## src/rtl/fag_cfg_shadow.sv

```systemverilog
module fag_cfg_shadow #(
  parameter int AW  = 32,
  parameter int DW  = 12,
  parameter int NBW = 8
) (
  input  logic           clk,
  input  logic           rst_n,
  input  logic           commit,
  input  logic           ld,
  input  logic [AW-1:0]  cfg_base,
  input  logic [NBW-1:0] cfg_nbuf,
  input  logic [AW-1:0]  cfg_buf_ofs,
  input  logic [AW-1:0]  cfg_line_ofs,
  input  logic           cfg_run,
  input  logic           cfg_single,
  input  logic [DW-1:0]  cfg_width,
  input  logic [DW-1:0]  cfg_height,
  output logic           pend,
  output logic [AW-1:0]  act_base,
  output logic [NBW-1:0] act_nbuf,
  output logic [AW-1:0]  act_bofs,
  output logic [AW-1:0]  act_lofs,
  output logic           act_run,
  output logic           act_single,
  output logic [DW-1:0]  act_w,
  output logic [DW-1:0]  act_h
);
  logic pend_n;

  always_comb begin
    pend_n = pend;
    if (ld)          pend_n = 1'b0;
    else if (commit) pend_n = 1'b1;
  end

  always_ff @(posedge clk or negedge rst_n) begin
    if (!rst_n) pend <= 1'b0;
    else        pend <= pend_n;
  end

  always_ff @(posedge clk or negedge rst_n) begin
    if (!rst_n) begin
      act_base   <= '0;
      act_nbuf   <= '0;
      act_bofs   <= '0;
      act_lofs   <= '0;
      act_run    <= 1'b0;
      act_single <= 1'b0;
      act_w      <= '0;
      act_h      <= '0;
    end else if (ld) begin
      act_base   <= cfg_base;
      act_nbuf   <= cfg_nbuf;
      act_bofs   <= cfg_buf_ofs;
      act_lofs   <= cfg_line_ofs;
      act_run    <= cfg_run;
      act_single <= cfg_single;
      act_w      <= cfg_width;
      act_h      <= cfg_height;
    end
  end
endmodule

```

## src/rtl/fag_field_ctr.sv

```systemverilog
module fag_field_ctr #(
  parameter int AW = 32,
  parameter int DW = 12
) (
  input  logic          clk,
  input  logic          rst_n,
  input  logic          go,
  input  logic          eol,
  input  logic          eof,
  input  logic          pix_valid,
  input  logic [AW-1:0] start_addr,
  input  logic [AW-1:0] lofs,
  input  logic [DW-1:0] width,
  input  logic [DW-1:0] height,
  output logic          busy,
  output logic          wr_en,
  output logic [AW-1:0] line_addr,
  output logic [DW:0]   lines_rx
);
  localparam logic [DW-1:0] CNT_MAX = {DW{1'b1}};

  logic [DW-1:0] pix, line;
  logic [DW-1:0] pix_n, line_n;
  logic [AW-1:0] laddr_n;
  logic          busy_n;

  assign wr_en    = busy & pix_valid & (pix < width) & (line < height);
  assign lines_rx = {1'b0, line} + {{DW{1'b0}}, eol};

  always_comb begin
    busy_n  = busy;
    pix_n   = pix;
    line_n  = line;
    laddr_n = line_addr;
    if (go) begin
      busy_n  = 1'b1;
      pix_n   = '0;
      line_n  = '0;
      laddr_n = start_addr;
    end else if (busy) begin
      if (eol) begin
        pix_n   = '0;
        if (line != CNT_MAX) line_n = line + 1'b1;
        laddr_n = line_addr + lofs;
      end else if (pix_valid && pix != CNT_MAX) begin
        pix_n = pix + 1'b1;
      end
      if (eof) busy_n = 1'b0;
    end
  end

  always_ff @(posedge clk or negedge rst_n) begin
    if (!rst_n) begin
      busy      <= 1'b0;
      pix       <= '0;
      line      <= '0;
      line_addr <= '0;
    end else begin
      busy      <= busy_n;
      pix       <= pix_n;
      line      <= line_n;
      line_addr <= laddr_n;
    end
  end
endmodule

```

## src/rtl/fag_buf_ring.sv

```systemverilog
module fag_buf_ring #(
  parameter int AW  = 32,
  parameter int NBW = 8
) (
  input  logic           clk,
  input  logic           rst_n,
  input  logic           ld,
  input  logic           go,
  input  logic           fin,
  input  logic           hold,
  input  logic           ack,
  input  logic [AW-1:0]  cfg_base,
  input  logic [AW-1:0]  act_base,
  input  logic [AW-1:0]  act_bofs,
  input  logic [NBW-1:0] act_nbuf,
  input  logic           act_single,
  output logic [AW-1:0]  start_addr,
  output logic [AW-1:0]  buf_addr,
  output logic           shot_done
);
  logic [NBW-1:0] idx, idx_n;
  logic [AW-1:0]  nxt, nxt_n, buf_n;
  logic           done_n;
  logic [NBW:0]   nbe;

  always_comb begin
    nbe = (act_nbuf == '0) ? {{NBW{1'b0}}, 1'b1} : {1'b0, act_nbuf};
  end

  assign start_addr = ld ? cfg_base : nxt;

  always_comb begin
    idx_n  = idx;
    nxt_n  = nxt;
    buf_n  = buf_addr;
    done_n = shot_done;
    if (ack) done_n = 1'b0;
    if (ld) begin
      idx_n  = '0;
      nxt_n  = cfg_base;
      done_n = 1'b0;
    end
    if (go) buf_n = start_addr;
    if (fin && !hold) begin
      if (({1'b0, idx} + 1'b1) >= nbe) begin
        idx_n = '0;
        nxt_n = act_base;
        if (act_single) done_n = 1'b1;
      end else begin
        idx_n = idx + 1'b1;
        nxt_n = buf_addr + act_bofs;
      end
    end
  end

  always_ff @(posedge clk or negedge rst_n) begin
    if (!rst_n) begin
      idx       <= '0;
      nxt       <= '0;
      buf_addr  <= '0;
      shot_done <= 1'b0;
    end else begin
      idx       <= idx_n;
      nxt       <= nxt_n;
      buf_addr  <= buf_n;
      shot_done <= done_n;
    end
  end
endmodule

```

## src/rtl/frame_addr_gen.sv

```systemverilog
module frame_addr_gen #(
  parameter int AW  = 32,
  parameter int DW  = 12,
  parameter int NBW = 8
) (
  input  logic           clk,
  input  logic           rst_n,
  input  logic [AW-1:0]  cfg_base,
  input  logic [NBW-1:0] cfg_nbuf,
  input  logic [AW-1:0]  cfg_buf_ofs,
  input  logic [AW-1:0]  cfg_line_ofs,
  input  logic           cfg_run,
  input  logic           cfg_single,
  input  logic [DW-1:0]  cfg_width,
  input  logic [DW-1:0]  cfg_height,
  input  logic           cfg_commit,
  input  logic           cfg_ovr_broken,
  input  logic           avail_ack,
  input  logic           sof,
  input  logic           eol,
  input  logic           eof,
  input  logic           eof_broken,
  input  logic           pix_valid,
  output logic           wr_en,
  output logic [AW-1:0]  line_addr,
  output logic [AW-1:0]  buf_addr,
  output logic           busy,
  output logic           shot_done
);
  logic           pend, ld, go, fin, hold;
  logic           run_e, sgl_e, done_e;
  logic [AW-1:0]  act_base, act_bofs, act_lofs, start_addr;
  logic [NBW-1:0] act_nbuf;
  logic           act_run, act_single;
  logic [DW-1:0]  act_w, act_h;
  logic [DW:0]    lines_rx;

  always_comb begin
    ld     = sof & ~busy & (pend | cfg_commit);
    run_e  = ld ? cfg_run    : act_run;
    sgl_e  = ld ? cfg_single : act_single;
    done_e = ld ? 1'b0       : shot_done;
    go     = sof & ~busy & run_e & ~(sgl_e & done_e);
    fin    = busy & eof;
    hold   = cfg_ovr_broken & (eof_broken | (lines_rx != {1'b0, act_h}));
  end

  fag_cfg_shadow #(.AW(AW), .DW(DW), .NBW(NBW)) u_shadow (
    .clk(clk), .rst_n(rst_n), .commit(cfg_commit), .ld(ld),
    .cfg_base(cfg_base), .cfg_nbuf(cfg_nbuf), .cfg_buf_ofs(cfg_buf_ofs),
    .cfg_line_ofs(cfg_line_ofs), .cfg_run(cfg_run), .cfg_single(cfg_single),
    .cfg_width(cfg_width), .cfg_height(cfg_height), .pend(pend),
    .act_base(act_base), .act_nbuf(act_nbuf), .act_bofs(act_bofs),
    .act_lofs(act_lofs), .act_run(act_run), .act_single(act_single),
    .act_w(act_w), .act_h(act_h)
  );

  fag_field_ctr #(.AW(AW), .DW(DW)) u_field (
    .clk(clk), .rst_n(rst_n), .go(go), .eol(eol), .eof(eof),
    .pix_valid(pix_valid), .start_addr(start_addr), .lofs(act_lofs),
    .width(act_w), .height(act_h), .busy(busy), .wr_en(wr_en),
    .line_addr(line_addr), .lines_rx(lines_rx)
  );

  fag_buf_ring #(.AW(AW), .NBW(NBW)) u_ring (
    .clk(clk), .rst_n(rst_n), .ld(ld), .go(go), .fin(fin), .hold(hold),
    .ack(avail_ack), .cfg_base(cfg_base), .act_base(act_base),
    .act_bofs(act_bofs), .act_nbuf(act_nbuf), .act_single(act_single),
    .start_addr(start_addr), .buf_addr(buf_addr), .shot_done(shot_done)
  );
endmodule

```

## config.mk

```make
export PLATFORM = sky130hd
export DESIGN_NAME = frame_addr_gen
export DESIGN_NICKNAME = d
export VERILOG_FILES = /design/src/rtl/fag_cfg_shadow.sv /design/src/rtl/fag_field_ctr.sv /design/src/rtl/fag_buf_ring.sv /design/src/rtl/frame_addr_gen.sv
export SDC_FILE = /design/constraint.sdc
export NUM_CORES = 1
export LEC_CHECK = 0
export ABC_CLOCK_PERIOD_IN_PS = 6000
export CAP_MARGIN = 20
export CORE_UTILIZATION = 45
export DETAILED_ROUTE_END_ITERATION = 6
export MAX_ROUTING_LAYER = met4
export PLACE_DENSITY = 0.69
export SLEW_MARGIN = 10
export SYNTH_ARGS = -nofsm -noshare
export SYNTH_HDL_FRONTEND = slang
export SYNTH_SLANG_ARGS = --single-unit
```

## constraint.sdc

```tcl
create_clock -name clk -period 6 [get_ports clk]
set_input_delay 0.9 -clock clk [delete_from_list [all_inputs] [get_ports clk]]
set_output_delay 0.9 -clock clk [all_outputs]
set_load 0.03 [all_outputs]
```

After elaboration in Yosys (flattened, before gate mapping)
Cells that the tools add are included.
- register bits: 261
- bits of input ports: 140
- word-level logic and storage cells: 88
- $add $sub $neg: 7
- order comparisons: 3
- eq/ne operators: 3
- mux-type cells: 31
- bitwise logic cells: 14
- reductions and logical operators: 13
- operators by type and width (kind ; number):
    2-to-1 mux 32 bit ; 6
    2-to-1 mux 12 bit ; 8
    adder 32 bit ; 2
    2-to-1 mux 8 bit ; 4
    adder 12 x 1 -> 12 bit, second input constant ; 2
    < comparator 12 bit ; 2
    != test 12 bit, second input constant ; 2
    adder 12 x 1 -> 13 bit ; 1
    2-to-1 mux 1 bit ; 13
    != test 13 x 12 -> 1 bit ; 1
    AND 1 bit ; 10
    nonzero test 2 bit ; 5
    adder 8 x 1 -> 9 bit, second input constant ; 1
    greater-or-equal comparator 9 bit ; 1
    adder 8 x 1 -> 8 bit, second input constant ; 1
    zero test 8 bit ; 1
    AND reduction 2 bit ; 2
    AND reduction 3 bit ; 1
    nonzero test 3 bit ; 1
    logical AND 1 bit ; 2
    NOT 1 bit ; 2
    OR 1 bit ; 2
    zero test 1 bit ; 1

Depth between registers and ports, before layout
- word-level depth: 9
- gate-level depth with buffers: 13
- gate-level depth less buffers: 13

Cells and area by module
A second synthesis with hierarchy kept.
- cells, all modules: 1474
- area, all modules: 15438.6 sq um
- modules (own cells, without submodules) (module ; times used ; cells each ; area each (sq um) ; sequential area each (sq um)):
    fag_buf_ring ; 1 ; 591 ; 5243.8 ; 1826.8
    fag_cfg_shadow ; 1 ; 277 ; 5233.8 ; 3278.1
    fag_field_ctr ; 1 ; 581 ; 4784.6 ; 1426.4
    frame_addr_gen ; 1 ; 25 ; 176.4 ; 0.0

Least setup slack after synthesis
OpenSTA, ideal clock, no wires.
- kind: register to output
- start point: register u_field.pix[1]
- end point: output wr_en
- arrival time: 2524 ps
- required time: 5100 ps
- path slack: 2576 ps
- stages on the path, launching flop included: 11
- cell sequence: dfrtp_1 > ha_1 > a21o_1 > a21o_1 > a21o_1 > a21o_1 > a21o_1 > a21o_1 > a21oi_1 > nor2_1 > a211oi_1
- longest elaborated chain between the ends: 3
- ends and longest elaborated chain (item ; RTL line ; RTL):
    start: declaration ; fag_field_ctr.sv:22 ; logic [DW-1:0] pix, line;
    start signal: assignment ; fag_field_ctr.sv:60 ; pix <= pix_n;
    < comparator 12 bit ; fag_field_ctr.sv:27 ; assign wr_en = busy & pix_valid & (pix < width) & (line < height);
    AND 1 bit (2 in series) ; fag_field_ctr.sv:27 ;
    end: declaration ; frame_addr_gen.sv:24 ; output logic wr_en,
Every way passes these cells.

Final worst setup path
Same ends and word-level chain as after synthesis.

==> results.cfg <==
[outcome]
status = complete, no violations

[worst_setup_path]
critPathMostFrequentCell = a21o_1
crit_fanout = 4
crit_required_ns = 5.10
cp_cell_sequence = ha_1 -> a21o_1 -> a21o_1 -> a21o_1 -> a21o_1 -> a21o_1 -> a21o_1 -> a21oi_1 -> nor2_1 -> a211oi_1 -> clkdlybuf4s50_1
end_kind = primary output
critPathArrivalTime_ns = 3.48
crit_type = reg2out
max_stage_delay_ns = 0.72
cp_num_buf_inv = 1
crit_family = compound AO/OA/AOI/OAI gates
startpoint_type = register
slowest_stage = clkdlybuf4s50_1

[clock_tree]
cts.sinks = 261
cts_hold_buffers = 0
clockBufferDepth = 3
clkTransAtPathRegs_ns = 0.06
clk_latency_ns = 0.55
htree_num_levels = 1
cts_tree = done
cts_buffers = 31
cts_setup_buffers = 0
post_cts_resize_count = 0
cts-root-buf = clkbuf_16

[floorplan]
chipHeight_um = 184
fp-row-count = 66
die_w_um = 184
num_io_pins = 207
start_util_pct = 45.8
design.core.area_mm2 = 0.0326
die-area_mm2 = 0.0339

[logic_synthesis]
syn_area_per_cell_um2 = 8.72
syn_area_mm2 = 0.0149
yosysUniqueCellTypes = 71
ys_ff_latch = 261
yosys.area_share.simple_pct = 19.6
synth_mux_area_share_pct = 0.947
synthArstFlopShare_pct = 100
synth_top_family_by_area = simple AND/OR/NAND/NOR gates
synth-compound-area-share_pct = 19.1
yosys.area_share.adder_pct = 8.39
synth-xor-area-share_pct = 4.81
synth_fp_nets = 1951
synth_edf_count = 0
syn-instance-count = 1712
synth_flop_cell = dfrtp_1
seq_area_frac_synth_pct = 43.7
yosysWarnings = 0

[pwr]
p_leak_nw = 8.63
ir_worst_vdd_uv = 444
p_total_mw = 10.9
power_per_cell_area_mw_per_mm2 = 594

[final_layout]
fin_area_mm2 = 0.0183
final_cell_mix = nand2_1, dfrtp_1, clkdlybuf4s50_1, a21oi_1, nor2_1
utilization_pct = 56.2
final_common_cell = nand2_1
antennaDiodeCount = 0
layout.nets = 2122
drive_gt1_share_pct = 4.20
syn2layout_area_growth_pct = 22.8

[global_routing]
first_global_vias = 12614
grt_start_max_net_pins = 161
antenna_found_initial = 0
overflow = 0
grtUsageTotal_pct = 24.7
grt_pass1_wl_um = 65000

[routing]
wl_um = 40200
firstDrtPassIters = 5
drt_iter0_markers = 726
vias_per_cell = 5.41
vias = 12689
drcViolationCount = 0
wire_per_inst_um = 17.1
ant_nets = 0

[placement]
placed_area_mm2 = 0.0174
dpl.hpwl_um = 28300
io_buffers = 206
gp_congestion = 0.892

[sta]
finalSetupViolCount = 0
tightest_slew_ns = 0.961
setup_tns_ns = 0
rsz0062_at_grt = no
layout_min_cycle_time_ns = 4.38
fin_crit_sh_pct = 73.0
finalMaxSlewViolations = 0
finClkSkew_ns = 0.00785
max_freq_mhz = 228
hold_viol_final = 0
relSlewSlack_pct = 35.9

[min_path]
hold_class = in2async

[flow_run]
maxCapViolCount = 0
==> power breakdown <==
part | internal, mW | switching, mW
registers | 2.53 | 0.575
clock network | 1.10 | 0.726
logic | 2.48 | 3.48
total | 6.11 | 4.78
==> logic make-up (layout without fill, tap and decap cells) <==
| family | Yosys count | in the layout |
|---|---|---|
| simple gates | 686 | 686 |
| compound gates | 446 | 446 |
| fa+ha+maj | 99 | 99 |
| xor+xnor | 82 | 82 |
| flops | 261 | 261 |
| mux | 14 | 14 |
| buf+inv | 124 | 315 |
==> cells in the mapped netlist (all sizes together), types with 16 or more instances <==
| cell | count | area, µm² |
|---|---|---|
| nor2b | 17 | 106 |
| xor2 | 41 | 359 |
| o21ai | 100 | 504 |
| clkbuf | 54 | 203 |
| a21o | 49 | 368 |
| dfrtp | 261 | 6530 |
| buf | 23 | 143 |
| inv | 47 | 176 |
| o21a | 27 | 203 |
| a21oi | 137 | 689 |
| xnor2 | 41 | 359 |
| nand3 | 32 | 178 |
| nor3 | 16 | 80.1 |
| nand2 | 426 | 1600 |
| nor2 | 121 | 459 |
| a211oi | 32 | 240 |
| ha | 97 | 1210 |
| a21boi | 34 | 255 |
==> metrics by stage <==
step | std cells | hold slack (ns) | worst slack, ns
after detailed placement | 2292 | 0.460 | 1.64
final | 2345 | 0.367 | 1.62
after CTS | 2345 | 0.435 | 1.57
after floorplan | 1712 | 0.432 | 2.58
after global placement | 2292 | 0.455 | 1.77
after global routing | 2345 | 0.444 | 1.44
==> layout make-up <==
| type | instances | area, µm² |
|---|---|---|
| Fill cell | 2923 | 14300 |
| Multi-Input combinational cell | 1327 | 7930 |
| Sequential cell | 261 | 6530 |
| Timing Repair Buffer | 215 | 2170 |
| Clock buffer | 46 | 892 |
| Tap cell | 442 | 553 |
| Inverter | 47 | 176 |
| Clock inverter | 7 | 88.8 |
==> registers in the layout, indices dropped and copies added (netlist names), 8 cells and up <==
register           count
u_shadow.act_lofs     32
u_field.line_addr     32
u_ring.nxt            32
u_shadow.act_w        12
u_shadow.act_base     32
u_ring.idx             8
u_ring.buf_addr       32
u_shadow.act_nbuf      8
u_shadow.act_h        12
u_field.line          12
u_shadow.act_bofs     32
u_field.pix           12
==> final timing paths <==
path | startpoint | endpoint | slack (ns) | depth (start not counted)
setup / recovery | u_field.pix[1] | wr_en | 1.62 | 11
hold / removal | rst_n | u_shadow.act_nbuf[2] | 0.37 | 1
setup reg to reg | u_field.busy | u_field.line_addr[28] | 2.57 | 8
hold reg to reg | u_shadow.act_base[0] | u_shadow.act_base[0] | 0.48 | 2
max in group asynchronous | rst_n | u_ring.buf_addr[9] | 4.27 | 2
min in group clk | u_shadow.act_base[0] | u_shadow.act_base[0] | 0.48 | 2
==> routing by layer <==
metal / global-route usage [%] / share of wire [%] / up-vias
met1: 32.0 / 45 / 6072
met4: 7.63 / 3.2 / 0
met2: 40.2 / 47 / 317
met3: 3.34 / 4.8 / 69
li1: - / - / 6231
met5: - / 0 / -
No activity file was read; power rests on OpenSTA's default activity.
